==> src/rtl/scl_gen_pkg.sv <==
package scl_gen_pkg;
  localparam int unsigned DIV_W_DEF = 8;
  localparam int unsigned PRE_W_DEF = 3;
  localparam int unsigned PH_OFFSET = 4;

  typedef enum logic [1:0] {
    PH_IDLE = 2'd0,
    PH_LOW  = 2'd1,
    PH_HIGH = 2'd2
  } phase_e;
endpackage

==> src/rtl/scl_phase_len.sv <==
module scl_phase_len #(
  parameter int unsigned DIV_W  = 8,
  parameter int unsigned PRE_W  = 3,
  parameter int unsigned CNT_W  = 16,
  parameter int unsigned OFFSET = 4
) (
  input  logic [DIV_W-1:0] div_i,
  input  logic [PRE_W-1:0] pre_i,
  output logic [CNT_W-1:0] len_o
);
  logic [CNT_W-1:0] scaled;

  assign scaled = CNT_W'(div_i) << pre_i;
  assign len_o  = scaled + CNT_W'(OFFSET);
endmodule

==> src/rtl/scl_len_regs.sv <==
module scl_len_regs #(
  parameter int unsigned DIV_W  = 8,
  parameter int unsigned PRE_W  = 3,
  parameter int unsigned CNT_W  = 16,
  parameter int unsigned OFFSET = 4,
  localparam int unsigned CFG_W = 2*DIV_W + PRE_W
) (
  input  logic             clk_i,
  input  logic             rst_ni,
  input  logic             load_i,
  input  logic [CFG_W-1:0] cfg_i,
  output logic [CNT_W-1:0] len_lo_o,
  output logic [CNT_W-1:0] len_hi_o
);
  localparam int unsigned PRE_LSB = 2*DIV_W;

  logic [CNT_W-1:0] len_d [2];
  logic [CNT_W-1:0] len_q [2];

  // index 0: low phase (cfg[DIV_W-1:0]); index 1: high phase
  for (genvar g = 0; g < 2; g++) begin : g_phase
    scl_phase_len #(
      .DIV_W (DIV_W),
      .PRE_W (PRE_W),
      .CNT_W (CNT_W),
      .OFFSET(OFFSET)
    ) u_len (
      .div_i(cfg_i[g*DIV_W +: DIV_W]),
      .pre_i(cfg_i[PRE_LSB +: PRE_W]),
      .len_o(len_d[g])
    );

    always_ff @(posedge clk_i or negedge rst_ni) begin
      if (!rst_ni)     len_q[g] <= CNT_W'(OFFSET);
      else if (load_i) len_q[g] <= len_d[g];
    end
  end

  assign len_lo_o = len_q[0];
  assign len_hi_o = len_q[1];
endmodule

==> src/rtl/scl_phase_fsm.sv <==
module scl_phase_fsm
  import scl_gen_pkg::*;
#(
  parameter int unsigned CNT_W = 16
) (
  input  logic             clk_i,
  input  logic             rst_ni,
  input  logic             en_i,
  input  logic             srst_i,
  input  logic             hold_i,
  input  logic [CNT_W-1:0] len_lo_i,
  input  logic [CNT_W-1:0] len_hi_i,
  output logic             load_o,
  output logic             scl_o,
  output logic             chg_stb_o,
  output logic             smp_stb_o
);
  phase_e           st_q, st_d;
  logic [CNT_W-1:0] cnt_q, cnt_d;
  logic             chg_q, chg_d;
  logic [CNT_W-1:0] half_hi;

  assign half_hi = len_hi_i >> 1;

  always_comb begin
    st_d   = st_q;
    cnt_d  = cnt_q;
    chg_d  = 1'b0;
    load_o = 1'b0;
    if (srst_i || !en_i) begin
      st_d  = PH_IDLE;
      cnt_d = '0;
    end else begin
      unique case (st_q)
        PH_IDLE: begin
          st_d   = PH_LOW;
          cnt_d  = '0;
          chg_d  = 1'b1;
          load_o = 1'b1;
        end
        PH_LOW: begin
          if (!hold_i) begin
            if (cnt_q == len_lo_i - 1'b1) begin
              st_d  = PH_HIGH;
              cnt_d = '0;
            end else begin
              cnt_d = cnt_q + 1'b1;
            end
          end
        end
        PH_HIGH: begin
          if (cnt_q == len_hi_i - 1'b1) begin
            st_d   = PH_LOW;
            cnt_d  = '0;
            chg_d  = 1'b1;
            load_o = 1'b1;
          end else begin
            cnt_d = cnt_q + 1'b1;
          end
        end
        default: begin
          st_d  = PH_IDLE;
          cnt_d = '0;
        end
      endcase
    end
  end

  always_ff @(posedge clk_i or negedge rst_ni) begin
    if (!rst_ni) begin
      st_q  <= PH_IDLE;
      cnt_q <= '0;
      chg_q <= 1'b0;
    end else begin
      st_q  <= st_d;
      cnt_q <= cnt_d;
      chg_q <= chg_d;
    end
  end

  assign scl_o     = (st_q != PH_LOW);
  assign chg_stb_o = chg_q;
  assign smp_stb_o = (st_q == PH_HIGH) && (cnt_q == half_hi);

  a_r1_idle_on_disable: assert property (@(posedge clk_i) disable iff (!rst_ni)
    !en_i |=> (scl_o && !chg_stb_o && !smp_stb_o));

  a_r2_low_cnt_bound: assert property (@(posedge clk_i) disable iff (!rst_ni)
    (st_q == PH_LOW) |-> (cnt_q < len_lo_i));

  a_r3_high_cnt_bound: assert property (@(posedge clk_i) disable iff (!rst_ni)
    (st_q == PH_HIGH) |-> (cnt_q < len_hi_i));

  a_r5_fall_has_strobe: assert property (@(posedge clk_i) disable iff (!rst_ni)
    $fell(scl_o) |-> chg_stb_o);

  a_r5_strobe_single: assert property (@(posedge clk_i) disable iff (!rst_ni)
    chg_stb_o |=> !chg_stb_o);

  a_r6_sample_in_high: assert property (@(posedge clk_i) disable iff (!rst_ni)
    smp_stb_o |-> scl_o);

  a_r7_hold_freezes: assert property (@(posedge clk_i) disable iff (!rst_ni)
    ((st_q == PH_LOW) && hold_i && en_i && !srst_i) |=>
      ((st_q == PH_LOW) && $stable(cnt_q) && !scl_o));

  a_r10_soft_reset: assert property (@(posedge clk_i) disable iff (!rst_ni)
    srst_i |=> (scl_o && !chg_stb_o && !smp_stb_o && (cnt_q == '0)));
endmodule

==> src/rtl/scl_clkgen.sv <==
module scl_clkgen
  import scl_gen_pkg::*;
#(
  parameter int unsigned DIV_W  = DIV_W_DEF,
  parameter int unsigned PRE_W  = PRE_W_DEF,
  localparam int unsigned CFG_W = 2*DIV_W + PRE_W,
  localparam int unsigned CNT_W = DIV_W + (1 << PRE_W)
) (
  input  logic             clk_i,
  input  logic             rst_ni,
  input  logic             en_i,
  input  logic             soft_rst_i,
  input  logic [CFG_W-1:0] cfg_i,
  input  logic             hold_i,
  output logic             scl_o,
  output logic             change_stb_o,
  output logic             sample_stb_o
);
  logic             cfg_load;
  logic [CNT_W-1:0] len_lo_q;
  logic [CNT_W-1:0] len_hi_q;

  scl_len_regs #(
    .DIV_W (DIV_W),
    .PRE_W (PRE_W),
    .CNT_W (CNT_W),
    .OFFSET(PH_OFFSET)
  ) u_len_regs (
    .clk_i   (clk_i),
    .rst_ni  (rst_ni),
    .load_i  (cfg_load),
    .cfg_i   (cfg_i),
    .len_lo_o(len_lo_q),
    .len_hi_o(len_hi_q)
  );

  scl_phase_fsm #(
    .CNT_W(CNT_W)
  ) u_fsm (
    .clk_i    (clk_i),
    .rst_ni   (rst_ni),
    .en_i     (en_i),
    .srst_i   (soft_rst_i),
    .hold_i   (hold_i),
    .len_lo_i (len_lo_q),
    .len_hi_i (len_hi_q),
    .load_o   (cfg_load),
    .scl_o    (scl_o),
    .chg_stb_o(change_stb_o),
    .smp_stb_o(sample_stb_o)
  );

  // lengths must not move once a low phase has begun
  a_r9_len_fixed_in_low: assert property (@(posedge clk_i) disable iff (!rst_ni)
    (!scl_o && !$past(scl_o)) |-> ($stable(len_lo_q) && $stable(len_hi_q)));
endmodule

==> config.mk <==
export PLATFORM = sky130hd
export DESIGN_NAME = scl_clkgen
export DESIGN_NICKNAME = d
export VERILOG_FILES = /design/src/rtl/scl_gen_pkg.sv /design/src/rtl/scl_phase_len.sv /design/src/rtl/scl_len_regs.sv /design/src/rtl/scl_phase_fsm.sv /design/src/rtl/scl_clkgen.sv
export SDC_FILE = /design/constraint.sdc
export NUM_CORES = 1
export LEC_CHECK = 0
export BUFFER_PORTS_ARGS = -buffer_cell sky130_fd_sc_hd__buf_2
export CORE_UTILIZATION = 35
export DETAILED_ROUTE_END_ITERATION = 8
export GPL_TIMING_DRIVEN = 1
export SYNTH_ARGS = -nofsm -noshare
export SYNTH_HDL_FRONTEND = slang
export SYNTH_HIERARCHICAL = 1
export SYNTH_SLANG_ARGS = --single-unit
==> constraint.sdc <==
create_clock -name clk_i -period 3.7 [get_ports clk_i]
set_clock_uncertainty 0.15 [all_clocks]
set_input_delay 0.37 -clock clk_i [delete_from_list [all_inputs] [get_ports clk_i]]
set_output_delay 0.37 -clock clk_i [all_outputs]
set_load 0.02 [all_outputs]
== Word level (Yosys, flattened, before mapping) ==
Index checks and enable logic that the tools add are counted.

* Mux-type cells: 13
* Shift-type cells: 2
* $add $sub $neg: 5
* Equal/unequal tests: 9
* Reduce and logical (&&, ||, !) cells: 5

{| class="wikitable"
|+ Operators with widths
! kind !! count
|-
| 16-bit two-way mux || 4
|-
| 16-bit by 3-bit adder with 16-bit output (second input constant) || 2
|-
| 16-bit == test || 2
|-
| 16-bit one-hot mux with 2 select lines || 1
|-
| 8-bit by 3-bit << shifter with 16-bit output || 2
|-
| 16-bit by 1-bit subtractor with 16-bit output (second input constant) || 2
|-
| 16-bit by 1-bit adder with 16-bit output (second input constant) || 1
|-
| 16-bit by 15-bit == test with 1-bit output || 1
|-
| 2-bit two-way mux || 4
|-
| 3-bit by 1-bit != test with 1-bit output (second input constant) || 2
|-
| 2-bit one-hot mux with 3 select lines || 1
|-
| 3-bit by 2-bit != test with 1-bit output (second input constant) || 1
|-
| 3-bit AND reduction || 1
|-
| 2-bit by 1-bit == test with 1-bit output (second input constant) || 1
|-
| 2-bit == test (second input constant) || 1
|-
| 2-bit logical NOT || 1
|-
| 1-bit two-way mux || 2
|-
| 2-bit by 1-bit != test with 1-bit output (second input constant) || 1
|-
| 1-bit one-hot mux with 2 select lines || 1
|-
| 1-bit logical AND || 1
|-
| 1-bit logical NOT || 1
|-
| 1-bit logical OR || 1
|}

* Input bits: 24
* Bits in registers: 51
* Word-level logic and storage cells: 39

== Logic depth before layout (Yosys ltp) ==
Gate-level depths: netlist (run 1).

* Word-level depth: 6
* Depth in mapped cells: 13
* Mapped depth without buffers: 11

== Modules after synthesis ==
Netlist (run 1), hierarchy kept.

{| class="wikitable"
|+ Modules (own cells, without submodules)
! module !! times used !! cells each !! area an instance (µm²)
|-
| scl_phase_fsm || 1 || 345 || 2,518.7
|-
| scl_len_regs || 1 || 68 || 1,347.5
|-
| scl_phase_len || 2 || 94 || 666.9
|}

== Least setup slack after synthesis (run 1) ==
Ideal clock, no wire load.

* Kind: reg2reg
* Start point: reg u_len_regs.len_q (netlist bit u_len_regs/len_hi_o[4])
* End point: reg u_len_regs.len_q (netlist bit u_len_regs/len_hi_o[0])
* Buffers on the path: 3
* Slack: 557 ps
* Library setup time: 125 ps
* Cell stages (with the launch flop): 12
* Arrival time: 2,868 ps
* Clock period less this slack: 3,143 ps
* Path through: dfrtp_1 > buf_6 > or4_4 > or4_4 > a211oi_2 > o221ai_2 > nor4_1 > nand2_1 > a21oi_1 > buf_6 > buf_12 > mux2_4

* Cells in the longest elaborated chain, start to end: 5

{| class="wikitable"
|+ Ends and longest elaborated chain
! what !! RTL line !! source
|-
| start: declaration || scl_len_regs.sv:18 || <nowiki>logic [CNT_W-1:0] len_q [2];</nowiki>
|-
| start signal: indexed assignment || scl_len_regs.sv:34 || <nowiki>if (!rst_ni) len_q[g] <= CNT_W'(OFFSET);</nowiki>
|-
| start signal: indexed assignment || scl_len_regs.sv:35 || <nowiki>else if (load_i) len_q[g] <= len_d[g];</nowiki>
|-
| 16-bit by 1-bit subtractor with 16-bit output || scl_phase_fsm.sv:52 || <nowiki>if (cnt_q == len_hi_i - 1'b1) begin</nowiki>
|-
| 16-bit == test || scl_phase_fsm.sv:52 ||
|-
| 1-bit two-way mux || scl_phase_fsm.sv:52 ||
|-
| 1-bit one-hot mux with 2 select lines || scl_phase_fsm.sv:34 || <nowiki>unique case (st_q)</nowiki>
|-
| 1-bit two-way mux || scl_phase_fsm.sv:30 || <nowiki>if (srst_i || !en_i) begin</nowiki>
|-
| net cfg_load || scl_clkgen.sv:19 || <nowiki>logic cfg_load;</nowiki>
|}

The timed path passes the listed nets, and every way through them passes these cells.
A chain may end at the register's enable or synchronous reset.

== Worst setup path in the final report (run 1) ==
* Start point: reg u_len_regs.len_q (netlist bit u_len_regs/len_hi_o[0])
* End point: reg u_fsm.st_q[0]

* Cells in the longest elaborated chain, start to end: 4

{| class="wikitable"
|+ Ends and longest elaborated chain
! what !! RTL line !! source
|-
| 16-bit by 1-bit subtractor with 16-bit output || scl_phase_fsm.sv:52 ||
|-
| 16-bit == test || scl_phase_fsm.sv:52 ||
|-
| 3-bit by 1-bit != test with 1-bit output (no line) || n/a ||
|-
| 3-bit AND reduction (no line) || n/a ||
|-
| end signal: assignment || scl_phase_fsm.sv:75 || <nowiki>st_q <= st_d;</nowiki>
|-
| end: declaration || scl_phase_fsm.sv:18 || <nowiki>phase_e st_q, st_d;</nowiki>
|}

Every way passes these cells.

==> results of run 1 <==
## worst max-delay path, delay by kind of cell (launching register included)
family / cells / cell delay, ps
buffers and inverters: 1 / 90
AOI/OAI and AO/OA: 3 / 880
and+or+nand+nor: 4 / 1590
adders and majority gates: 1 / 190
DFF: 1 / 450
## sequential cells by signal, indices dropped and copies added, names as in the netlist
signal	cells
u_fsm/chg_stb_o	1
u_fsm/cnt_q	16
u_fsm/st_q	2
u_len_regs/len_hi_o	16
u_len_regs/len_lo_o	16
## power groups by stage
stage / combinational, mW / sequential, mW / clock [mW]
2_1_floorplan: 0.566 / 0.712 / 0
3_3_place_gp: 0.626 / 0.771 / 0
3_5_place_dp: 0.640 / 0.778 / 0
4_1_cts: 0.643 / 0.767 / 0.546
5_1_grt: 0.713 / 0.788 / 0.571
6_report: 0.644 / 0.770 / 0.533
## layout by cell type (no fill, tap or decap), drive strengths merged, types with 19 or more instances in the layout
cell type	count
nand2	80
dfrtp	49
nor2	45
xnor2	43
buf	39
mux2	38
xor2	23
nor3	22
mux2i	21
a21oi	21
o21ai	20
nand3	19
## metrics by stage
stage | cells | setup WS (ps) | utilization (%) | hold slack [ps] | instance area [um^2]
2_1_floorplan | 601 | 557 | - | -75.6 | 5200
3_3_place_gp | 778 | 385 | 37.1 | 197 | 5390
3_5_place_dp | 778 | 328 | 37.1 | 209 | 5390
4_1_cts | 787 | 312 | 38.3 | 235 | 5560
5_1_grt | 787 | 34.9 | 38.3 | 244 | 5560
6_report | 787 | 261 | 38.3 | 237 | 5560
## cell type report
class	count	area, um^2	area share (%)
clock buffers	6	129	2.32
clock inverters	2	38.8	0.697
inverters	16	60.1	1.08
multi-input cells	488	3580	64.3
flip-flops and latches	51	1280	23.0
well taps	184	230	4.14
repair buffers	40	250	4.50
## cells by family after synthesis
group | count (synthesis) | share of synthesized area, %
AND/OR/NAND/NOR | 260 | 26.4
AO/OA/AOI/OAI | 92 | 14.0
flip-flops | 51 | 24.6
multiplexers | 59 | 14.7
buffers and inverters | 62 | 6.86
other | 2 | 0.144
XOR/XNOR | 66 | 11.1
adder cells (fa/ha/maj) | 9 | 2.17
## what timing repair did
| item | in CTS | in global routing |
|---|---|---|
| endpoints found under the setup margin | 0 | 0 |
| buffers inserted | 0 | 0 |
| gates resized for setup | 0 | 0 |
| hold buffers | 1 | 0 |
| hold endpoints to repair | 18 | 0 |
## per-layer routing
| metal | global-route usage (%) | up-vias |
|---|---|---|
| met5 | 0 | - |
| li1 | - | 2113 |
| met4 | 4.84 | 0 |
| met3 | 1.56 | 12 |
| met2 | 28.4 | 107 |
| met1 | 25.4 | 2064 |
## worst paths after layout
path	start	end	cells past startpoint
worst max-delay path	u_len_regs/len_hi_o[0]	u_fsm/st_q[0]	9
worst min-delay path	soft_rst_i	u_fsm/st_q[1]	4
worst max register to register	u_len_regs/len_hi_o[0]	u_fsm/st_q[0]	9
worst min register to register	u_len_regs/len_lo_o[15]	u_len_regs/len_lo_o[15]	1
max in group asynchronous	rst_ni	u_len_regs/len_lo_o[2]	3
min in group asynchronous	rst_ni	u_fsm/cnt_q[5]	2
==> summary.md, run 1 <==
| Metric | Value |
|---|---|
| Die Y | 124 um |
| Setup CP Type | flip-flop to flip-flop |
| Antenna viol nets, final | 0 |
| Final Hold Viols | 0 |
| Largest net degree at the start of global routing | 39 |
| Status | finished clean |
| CTS Buffer Depth | 2 |
| Switching Share | 34.5% |
| Slew Limit Fails | 0 |
| Post-layout nets | 635 |
| I/O pin cnt | 27 |
| CP Launch Type | flip-flop |
| Overflow after GRT | 0 |
| Layout area overhead | 6.98% |
| Setup-failing EPs final | 0 |
| Worst-path maximum fanout | 18 |
| Total CTS buffers | 5 |
| Die area | 0.0153 mm^2 |
| Placeable core area | 0.0145 mm^2 |
| Asr flop ratio synth | 100% |
| Avg Synthesized Cell Area | just under 9 um^2 |
| Final Cycle Share | 92.9% |
| Synthesized area | ~0.0052 mm^2 |
| First-pass GRT wire length | approximately 21,000 um |
| Total Routing Usage GR | 17.7% |
| Max VDD drop | 192 uV |
| CTS tree | yes |
| Max-cap viol count | 0 |
| Worst Path Arrival | roughly 3500 ps |
| Count of TritonRoute iterations in the first routing pass | 5 |
| Worst Max-Slew Pin Slew | 640 ps |
| ANT cells | 0 |
| 1st-iter DRT viols | 303 |
| Yosys Warn Count | 6 |
| Slowest stage delay, CP | 600 ps |
| Clock Sinks | 51 |
| R2R Setup Slk | 260 ps |
| Synth top cells by count | nand2_1 (80), dfrtp_1 (49), nor2_1 (45), xnor2_1 (43), mux2_4 (30) |
| Share of post-route cells with drive strength above 1 | 19.9% |
| Critical path's slowest cell | o41a_4 |
| Initial Util | 35.8% |
| Setup TNS | 0 ps |
| IO buf count | 26 |
| Largest cells by area after synthesis | dfrtp_1 (24%), mux2_4 (8.7%), xnor2_1 (7.2%) |
| Unrepaired setup endpoints after global routing | no |
| Die Width | around 120 um |
| Routed via count | 4,296 |
| Gate power share | approximately a third |
| Critical path endpoint category | flip-flop |
| Clock Latency Late Sink | 290 ps |
| Fmax | 291 MHz |
| Int Pwr | approximately 1.3 mW |
| Top-count cell post-synth | nand2_1 |
| Highest routed layer | met4 |
| Pwr Density | ~350 mW/mm^2 |
| Total routed wirelength | 12,800 um |
| Met3 wire length | 437 um |
| Leak pwr | 2.36 nW |
| Number of synthesized flops with an enable pin | 0 |
| Share of the synthesized area in the top cell type | a little under a quarter |
| Synth Flop Type | dfrtp_1 |
| Hold WC Path Type | input pin to flip-flop |
| Flop pwr share | 39.5% |
| Residual DRC | 0 |
| PnR Total Power | about 2 mW |
| Met2 routed WL | ~5900 um |
| Switching pwr | 0.672 mW |
| Post-Syn Nets | 634 |
| Placement Rows | 44 |
| Vias per Instance | 5.46 |
| Vias in the first global route | 4,111 |
| DP HPWL | 9770 um |
| Seq/Total Area, Yosys | 24.6% |
| CP required | about 3800 ps |
| Routed length per instance | 16.3 um |
| Synth Instances | 601 |
| CP Cell Sequence | inv_1, ha_1, or3b_2, nor4_1, and3_1, o21ai_0, o41a_4, or4_1, a21oi_1 |
| Slew headroom | 57.3% |
| Initial antenna violation count | 0 |
| H-tree level count | 2 |
| Distinct cells, synth | 71 |
| Final min period | about 3400 ps |
| Clk pin slew, worst setup/hold paths | 70 ps |
| Fill cells | 1,471 |
| Routability congestion estimate | 0.964 |
| Synthesized flop and latch total | 51 |
| M1 WL | about 6300 um |
| Clock tree root buffer cell | clkbuf_16 |
| Clock network power share | 27.4% |
| Area leader, netlist | dfrtp_1 |
Power figures use the tool's default switching activity.
==> inputs of run 2 (changes only) <==
--- a/config.mk
+++ b/config.mk
@@ -5,10 +5,11 @@
 export SDC_FILE = /design/constraint.sdc
 export NUM_CORES = 1
 export LEC_CHECK = 0
-export BUFFER_PORTS_ARGS = -buffer_cell sky130_fd_sc_hd__buf_2
 export CORE_UTILIZATION = 35
 export DETAILED_ROUTE_END_ITERATION = 8
+export DONT_BUFFER_PORTS = 1
 export GPL_TIMING_DRIVEN = 1
+export SKIP_LAST_GASP = 1
 export SYNTH_ARGS = -nofsm -noshare
 export SYNTH_HDL_FRONTEND = slang
 export SYNTH_HIERARCHICAL = 1
==> run 2 against run 1 <==
Effect of this change: largest cell class unchanged; sequential cell count unchanged; critical path type unchanged; largest power group unchanged; wire length up 0.15%; critical endpoint is now u_len_regs/len_hi_o[13]; worst hold slack worse by 94 ps; critical path depth up 2; count of clock-buffer cells in the layout stayed put.
==> summary.md, run 2 (synthesis gave the netlist of run 1 again) <==
| Metric | Value |
|---|---|
| Count of TritonRoute iterations in the first routing pass | 5 (unchanged) |
| Commonest non-fill, non-tap cells in the layout | nand2_1 (80), dfrtp_1 (49), nor2_1 (45), xnor2_1 (43), mux2_4 (30) |
| CP Launch Type | flip-flop |
| Setup CP Type | flip-flop to flip-flop |
| Pwr Density | 342 mW/mm^2 (-2.3%) |
| Clk pin slew, worst setup/hold paths | 70 ps (about the same) |
| I/O pin cnt | 27 (unchanged) |
| Critical Path Most Common Cell | nor4_1 |
| Largest net degree at the start of global routing | 52 (+33%) |
| Placed cell areas | 0.00524 mm^2 (-2.7%) |
| First-pass GRT wire length | 20,900 um (-1.8%) |
| IO buf count | 0 (-100%) |
| CTS tree | yes |
| Max VDD drop | 202 uV (+5.2%) |
| Crit. path cell count | 11 (+2) |
| Die Y | 124 um (unchanged) |
| Die area | 0.0153 mm^2 (unchanged) |
| Fill cells | 1,519 (+3.3%) |
| Clock Latency Late Sink | 290 ps (about the same) |
| Routability congestion estimate | 0.912 (-5.3%) |
| Fmax | 295 MHz (+1.6%) |
| Overflow after GRT | 0 (unchanged) |
| Gate power share | 34.4% (+1.3 points) |
| H-tree level count | 2 (unchanged) |
| Hold WC Path Type | input pin to flip-flop |
| Status | finished clean |
| Crit-path leading delay family | simple AND/OR/NAND/NOR gates |
| Leak pwr | 2.25 nW (-4.9%) |
| FF+latch area | 0.00128 mm^2 (unchanged) |
| Switching pwr | 0.646 mW (-3.8%) |
| 1st-iter DRT viols | 278 (-8.3%) |
| Total Routing Usage GR | 17.4% (-0.27 points) |
| Residual DRC | 0 (unchanged) |
| Total routed wirelength | 12,900 um (+0.15%) |
| Final Cycle Share | 91.5% (-1.5 points) |
| ANT cells | 0 (unchanged) |
| Int Pwr | 1.21 mW (-5.3%) |
| Final min period | 3380 ps (-54.4 ps) |
| Slew headroom | 44.2% (-13 points) |
| Commonest non-fill, non-tap cell in the layout | nand2_1 |
| Clock Sinks | 51 (unchanged) |
| Flop pwr share | 40.7% (+1.2 points) |
| Routed via count | 4,257 (-0.91%) |
| Switching Share | 34.8% (+0.35 points) |
| CP Cell Sequence | inv_1, ha_1, or3b_2, nor4_1, and3_1, o21ai_0, nor4_1, nand2_1, a21oi_4, buf_12, mux2_2 |
| Clock tree root buffer cell | clkbuf_16 |
| Worst Path Arrival | 3420 ps (-80 ps) |
| Unrepaired setup endpoints after global routing | no |
| Post-layout nets | 608 (-4.3%) |
| Vias in the first global route | 4,093 (-0.44%) |
| Layout area overhead | 4.28% |
| Placement Rows | 44 (unchanged) |
| Die Width | 124 um (unchanged) |
| Slowest stage delay, CP | 530 ps (-70 ps) |
| Worst-path maximum fanout | 33 (+15) |
| Worst Max-Slew Pin Slew | 830 ps (+190 ps) |
| Critical path's slowest cell | or3b_2 |
| CP required | 3730 ps (-30 ps) |
| DP HPWL | 9580 um (-2.0%) |
| Setup TNS | 0 ps (unchanged) |
| Routed length per instance | 16.9 um (+3.7%) |
| Multi-input gate area | 0.00358 mm^2 (unchanged) |
| Final Hold Viols | 0 (unchanged) |
| Buffers & Inverters on Critical Path | 2 (+1) |
| Critical path endpoint category | flip-flop |
| CTS Buffer Depth | 2 (unchanged) |
| Initial Util | 35.8% (unchanged) |
| Slew Limit Fails | 0 (unchanged) |
| Vias per Instance | 5.60 (+2.6%) |
| Antenna viol nets, final | 0 (unchanged) |
| Hold depth | 3 (-1) |
| Share of post-route cells with drive strength above 1 | 16.1% (-3.8 points) |
| Total CTS buffers | 5 (unchanged) |
| Final instance area | 0.00542 mm^2 (-2.5%) |
| R2R Setup Slk | 320 ps (+50 ps) |
| Placeable core area | 0.0145 mm^2 (unchanged) |
| Max-cap viol count | 0 (unchanged) |
| R2R cell count | 11 (+2) |
| Setup-failing EPs final | 0 (unchanged) |
| Clock network power share | 24.9% (-2.5 points) |
| Initial antenna violation count | 0 (unchanged) |
## run 2: path summary, 6_finish.rpt
check	startpoint	endpoint
min in group asynchronous	rst_ni	u_len_regs/len_hi_o[11]
setup / recovery	u_len_regs/len_hi_o[0]	u_len_regs/len_hi_o[13]
setup reg to reg	u_len_regs/len_hi_o[0]	u_len_regs/len_hi_o[13]
max in group asynchronous	rst_ni	u_len_regs/len_lo_o[2]
hold reg to reg	u_len_regs/len_lo_o[15]	u_len_regs/len_lo_o[15]
hold / removal	soft_rst_i	u_fsm/st_q[1]
## run 2: power by group through the flow
stage | registers, mW | logic [mW] | clock network [mW]
after detailed placement | 0.764 | 0.616 | 0
after global placement | 0.763 | 0.599 | 0
final | 0.754 | 0.638 | 0.461
after floorplan | 0.712 | 0.566 | 0
after CTS | 0.754 | 0.635 | 0.476
after global routing | 0.771 | 0.696 | 0.506
## run 2: timing repair
item                                   CTS  global route
hold buffers                             2             0
gates resized for setup                  0             0
setup buffers                            0             0
endpoints found under the hold margin   51             0
## run 2: cell type report
class | count | area share (%)
clock inverters | 2 | 0.300
multi-input cells | 488 | 65.9
clock buffers | 6 | 2.38
well taps | 184 | 4.25
flip-flops and latches | 51 | 23.6
repair buffers | 13 | 2.45
inverters | 16 | 1.11
## run 2: worst min-delay path: stages
cell and delay, ps:
nor2b_1 40, o211ai_1 80, nand2_1 50
## run 2: metrics by stage
stage	worst slack [ps]	utilization [%]	std cells	power, mW	hold slack, ps
2_1_floorplan	557	-	601	1.28	-75.6
3_3_place_gp	433	36.1	750	1.36	-72.1
3_5_place_dp	339	36.1	750	1.38	-72.1
4_1_cts	330	37.3	760	1.86	137
5_1_grt	13.0	37.3	760	1.97	151
6_report	316	37.3	760	1.85	143
## run 2: layer usage
metal	up-vias	share of wire [%]	routed length (um)	global-route usage [%]
met5	-	0	0	0
met3	13	3.3	422	2.56
met2	87	47	6040	28.8
met4	0	0.98	126	4.69
li1	2071	-	-	-
met1	2086	49	6270	23.7
==> inputs of run 3 (changes only) <==
--- a/config.mk
+++ b/config.mk
@@ -9,6 +9,7 @@
 export DETAILED_ROUTE_END_ITERATION = 8
 export DONT_BUFFER_PORTS = 1
 export GPL_TIMING_DRIVEN = 1
+export PLACE_DENSITY = 0.6
 export SKIP_LAST_GASP = 1
 export SYNTH_ARGS = -nofsm -noshare
 export SYNTH_HDL_FRONTEND = slang
==> constraint.sdc (replaced) <==
create_clock -name clk_i -period 3.7 [get_ports clk_i]
set_clock_uncertainty 0.15 [all_clocks]
set_input_delay 0.37 -clock clk_i [delete_from_list [all_inputs] [get_ports clk_i]]
set_output_delay 0.37 -clock clk_i [all_outputs]
set_load 0.005 [all_outputs]
==> run 3 against run 2 <==
Effect of this change: wire length fell by 0.79%; via count fell by 1.6%; worst hold slack got worse by 7.1 ps; critical path depth did not move; sequential power barely moved; die area did not move; setup slack improved by 19 ps; combinational power fell by 0.8%; largest power group unchanged.
==> summary.md, run 3 (synthesis gave the netlist of run 1 again) <==
| Metric | Value |
|---|---|
| Status | finished clean |
| Buffers & Inverters on Critical Path | 2 (unchanged) |
| Residual DRC | 0 (unchanged) |
| Routed length per instance | 16.8 um (-0.92%) |
| CP Cell Sequence | inv_1, ha_1, or3b_2, o41ai_1, a32o_1, o221ai_2, nor4_1, nand2_1, a21oi_4, buf_12, mux2_2 |
| Setup CP Type | flip-flop to flip-flop |
| CP required | 3720 ps (about the same) |
| Leak pwr | 2.25 nW (+0.24%) |
| Vias per Instance | 5.50 (-1.8%) |
| Switching pwr | 0.649 mW (+0.46%) |
| Worst Path Arrival | 3390 ps (-30 ps) |
| CTS Buffer Depth | 2 (unchanged) |
| Layout area overhead | 4.43% |
| Routability congestion estimate | 0.912 (about the same) |
| Critical path endpoint category | flip-flop |
| Crit-path leading delay family | simple AND/OR/NAND/NOR gates |
| Final min period | 3370 ps (-18.7 ps) |
| IO buf count | 0 (unchanged) |
| Clock Sinks | 51 (unchanged) |
| Overflow after GRT | 0 (unchanged) |
| Gate power share | 34.1% (-0.3 points) |
| Initial antenna violation count | 0 (unchanged) |
| Hold_buf cts | 2 (unchanged) |
| Count of TritonRoute iterations in the first routing pass | 4 (-1) |
| FF+latch area | 0.00128 mm^2 (unchanged) |
| CTS tree | yes |
| Critical path's slowest cell | or3b_2 |
| ANT cells | 0 (unchanged) |
| CP Launch Type | flip-flop |
| Post-Layout Cell Count | 761 (+0.13%) |
| Commonest non-fill, non-tap cell in the layout | nand2_1 |
| Die Width | 124 um (unchanged) |
| Post-layout nets | 609 (+0.16%) |
| Fill cells | 1,513 (-0.39%) |
| Fmax | 297 MHz (+0.56%) |
| Total CTS buffers | 5 (unchanged) |
| Total Routing Usage GR | 17.5% (+0.094 points) |
| Worst-path maximum fanout | 33 (unchanged) |
| Clk pin slew, worst setup/hold paths | 70 ps (about the same) |
| Clock network power share | 25.1% (+0.2 points) |
| Initial Util | 35.8% (unchanged) |
| Unrepaired setup endpoints after global routing | no |
| Hold WC Path Type | input pin to flip-flop |
| H-tree level count | 2 (unchanged) |
| Final Hold Viols | 0 (unchanged) |
| I/O pin cnt | 27 (unchanged) |
| Max VDD drop | 182 uV (-10%) |
| Placement Rows | 44 (unchanged) |
| Final Cycle Share | 91.0% (-0.50 points) |
| DP HPWL | 9580 um (about the same) |
| Post-CTS Setup Bufs | 0 (unchanged) |
| Commonest non-fill, non-tap cells in the layout | nand2_1 (80), dfrtp_1 (49), nor2_1 (45), xnor2_1 (43), mux2_4 (30) |
| Switching Share | 34.9% (+0.10 points) |
| Placeable core area | 0.0145 mm^2 (unchanged) |
| Slew Limit Fails | 0 (unchanged) |
| Flop pwr share | 40.8% (about the same) |
| DP Worst Slack | 369 ps (+30.2 ps) |
| Clock tree root buffer cell | clkbuf_16 |
| Die area | 0.0153 mm^2 (unchanged) |
| Slew headroom | 55.2% (+11 points) |
| Inst Count DP | 751 (+0.13%) |
| Share of post-route cells with drive strength above 1 | 16.3% (+0.15 points) |
| Int Pwr | 1.21 mW (about the same) |
| Worst Max-Slew Pin Slew | 672 ps (-159 ps) |
| First-pass GRT wire length | 21,000 um (+0.43%) |
| Fin util | 37.4% (+0.052 points) |
| Setup WS post-layout | 334 ps (+18.7 ps) |
| Max-cap viol count | 0 (unchanged) |
| Die Y | 124 um (unchanged) |
| Pwr Density | 342 mW/mm^2 (about the same) |
| Slowest stage delay, CP | 520 ps (about the same) |
| Setup-failing EPs final | 0 (unchanged) |
| Clock Latency Late Sink | 290 ps (about the same) |
| Routed via count | 4,188 (-1.6%) |
| Total routed wirelength | 12,800 um (-0.79%) |
| Vias in the first global route | 4,128 (+0.86%) |
| Setup TNS | 0 ps (unchanged) |
| 1st-iter DRT viols | 276 (-0.72%) |
| Antenna viol nets, final | 0 (unchanged) |
| Post_cts resized | 0 (unchanged) |
| Multi-input gate area | 0.00358 mm^2 (unchanged) |
| Largest net degree at the start of global routing | 52 (unchanged) |
-- run 3: cell types whose count changed in the layout (fill, tap and decap cells not counted), sizes merged --
cell	previous run	this run
buf	12	13
-- run 3: through the flow --
step / cell area, um^2 / power, mW / hold slack, ps
floorplan: 5200 / 1.28 / -75.6
global placement: 5250 / 1.36 / -72.0
detailed placement: 5250 / 1.38 / -71.6
CTS: 5430 / 1.87 / 135
global route: 5430 / 1.98 / 146
finish: 5430 / 1.86 / 136
-- run 3: cell type report --
cell class              instances  area share (%)
well taps                     184            4.24
clock inverters                 2           0.300
flip-flops and latches         51            23.5
multi-input cells             488            65.9
inverters                      16            1.11
repair buffers                 14            2.58
clock buffers                   6            2.37
-- run 3: layer usage --
layer	routed length, um	GRT usage, %	vias up	share of wire, %
met2	5770	28.4	96	45
met5	0	0	-	0
met1	6210	24.0	2005	49
met4	261	5.21	0	2.0
met3	522	2.70	25	4.1
li1	-	-	2062	-
-- run 3: tightest hold or removal path, stage by stage --
cell and delay (ps):
nor2b_1 40, o211ai_1 80, nand2_1 50
-- run 3: final timing paths --
path / from / end / slack, ps / cells after the start
min in group asynchronous: rst_ni / u_len_regs/len_hi_o[12] / 440 / 2
worst min register to register: u_len_regs/len_lo_o[15] / u_len_regs/len_lo_o[15] / 410 / 1
worst min-delay path: soft_rst_i / u_fsm/st_q[1] / 140 / 3
max in group asynchronous: rst_ni / u_len_regs/len_lo_o[2] / 2670 / 2
worst max-delay path: u_len_regs/len_hi_o[0] / u_len_regs/len_lo_o[15] / 330 / 11
worst max register to register: u_len_regs/len_hi_o[0] / u_len_regs/len_lo_o[15] / 330 / 11
-- run 3: power by group through the flow --
stage,clock [mW],combinational (mW),sequential [mW]
after global routing,0.508,0.696,0.771
after floorplan,0,0.565,0.711
after detailed placement,0,0.612,0.769
final,0.466,0.633,0.757
after CTS,0.479,0.632,0.757
after global placement,0,0.598,0.762
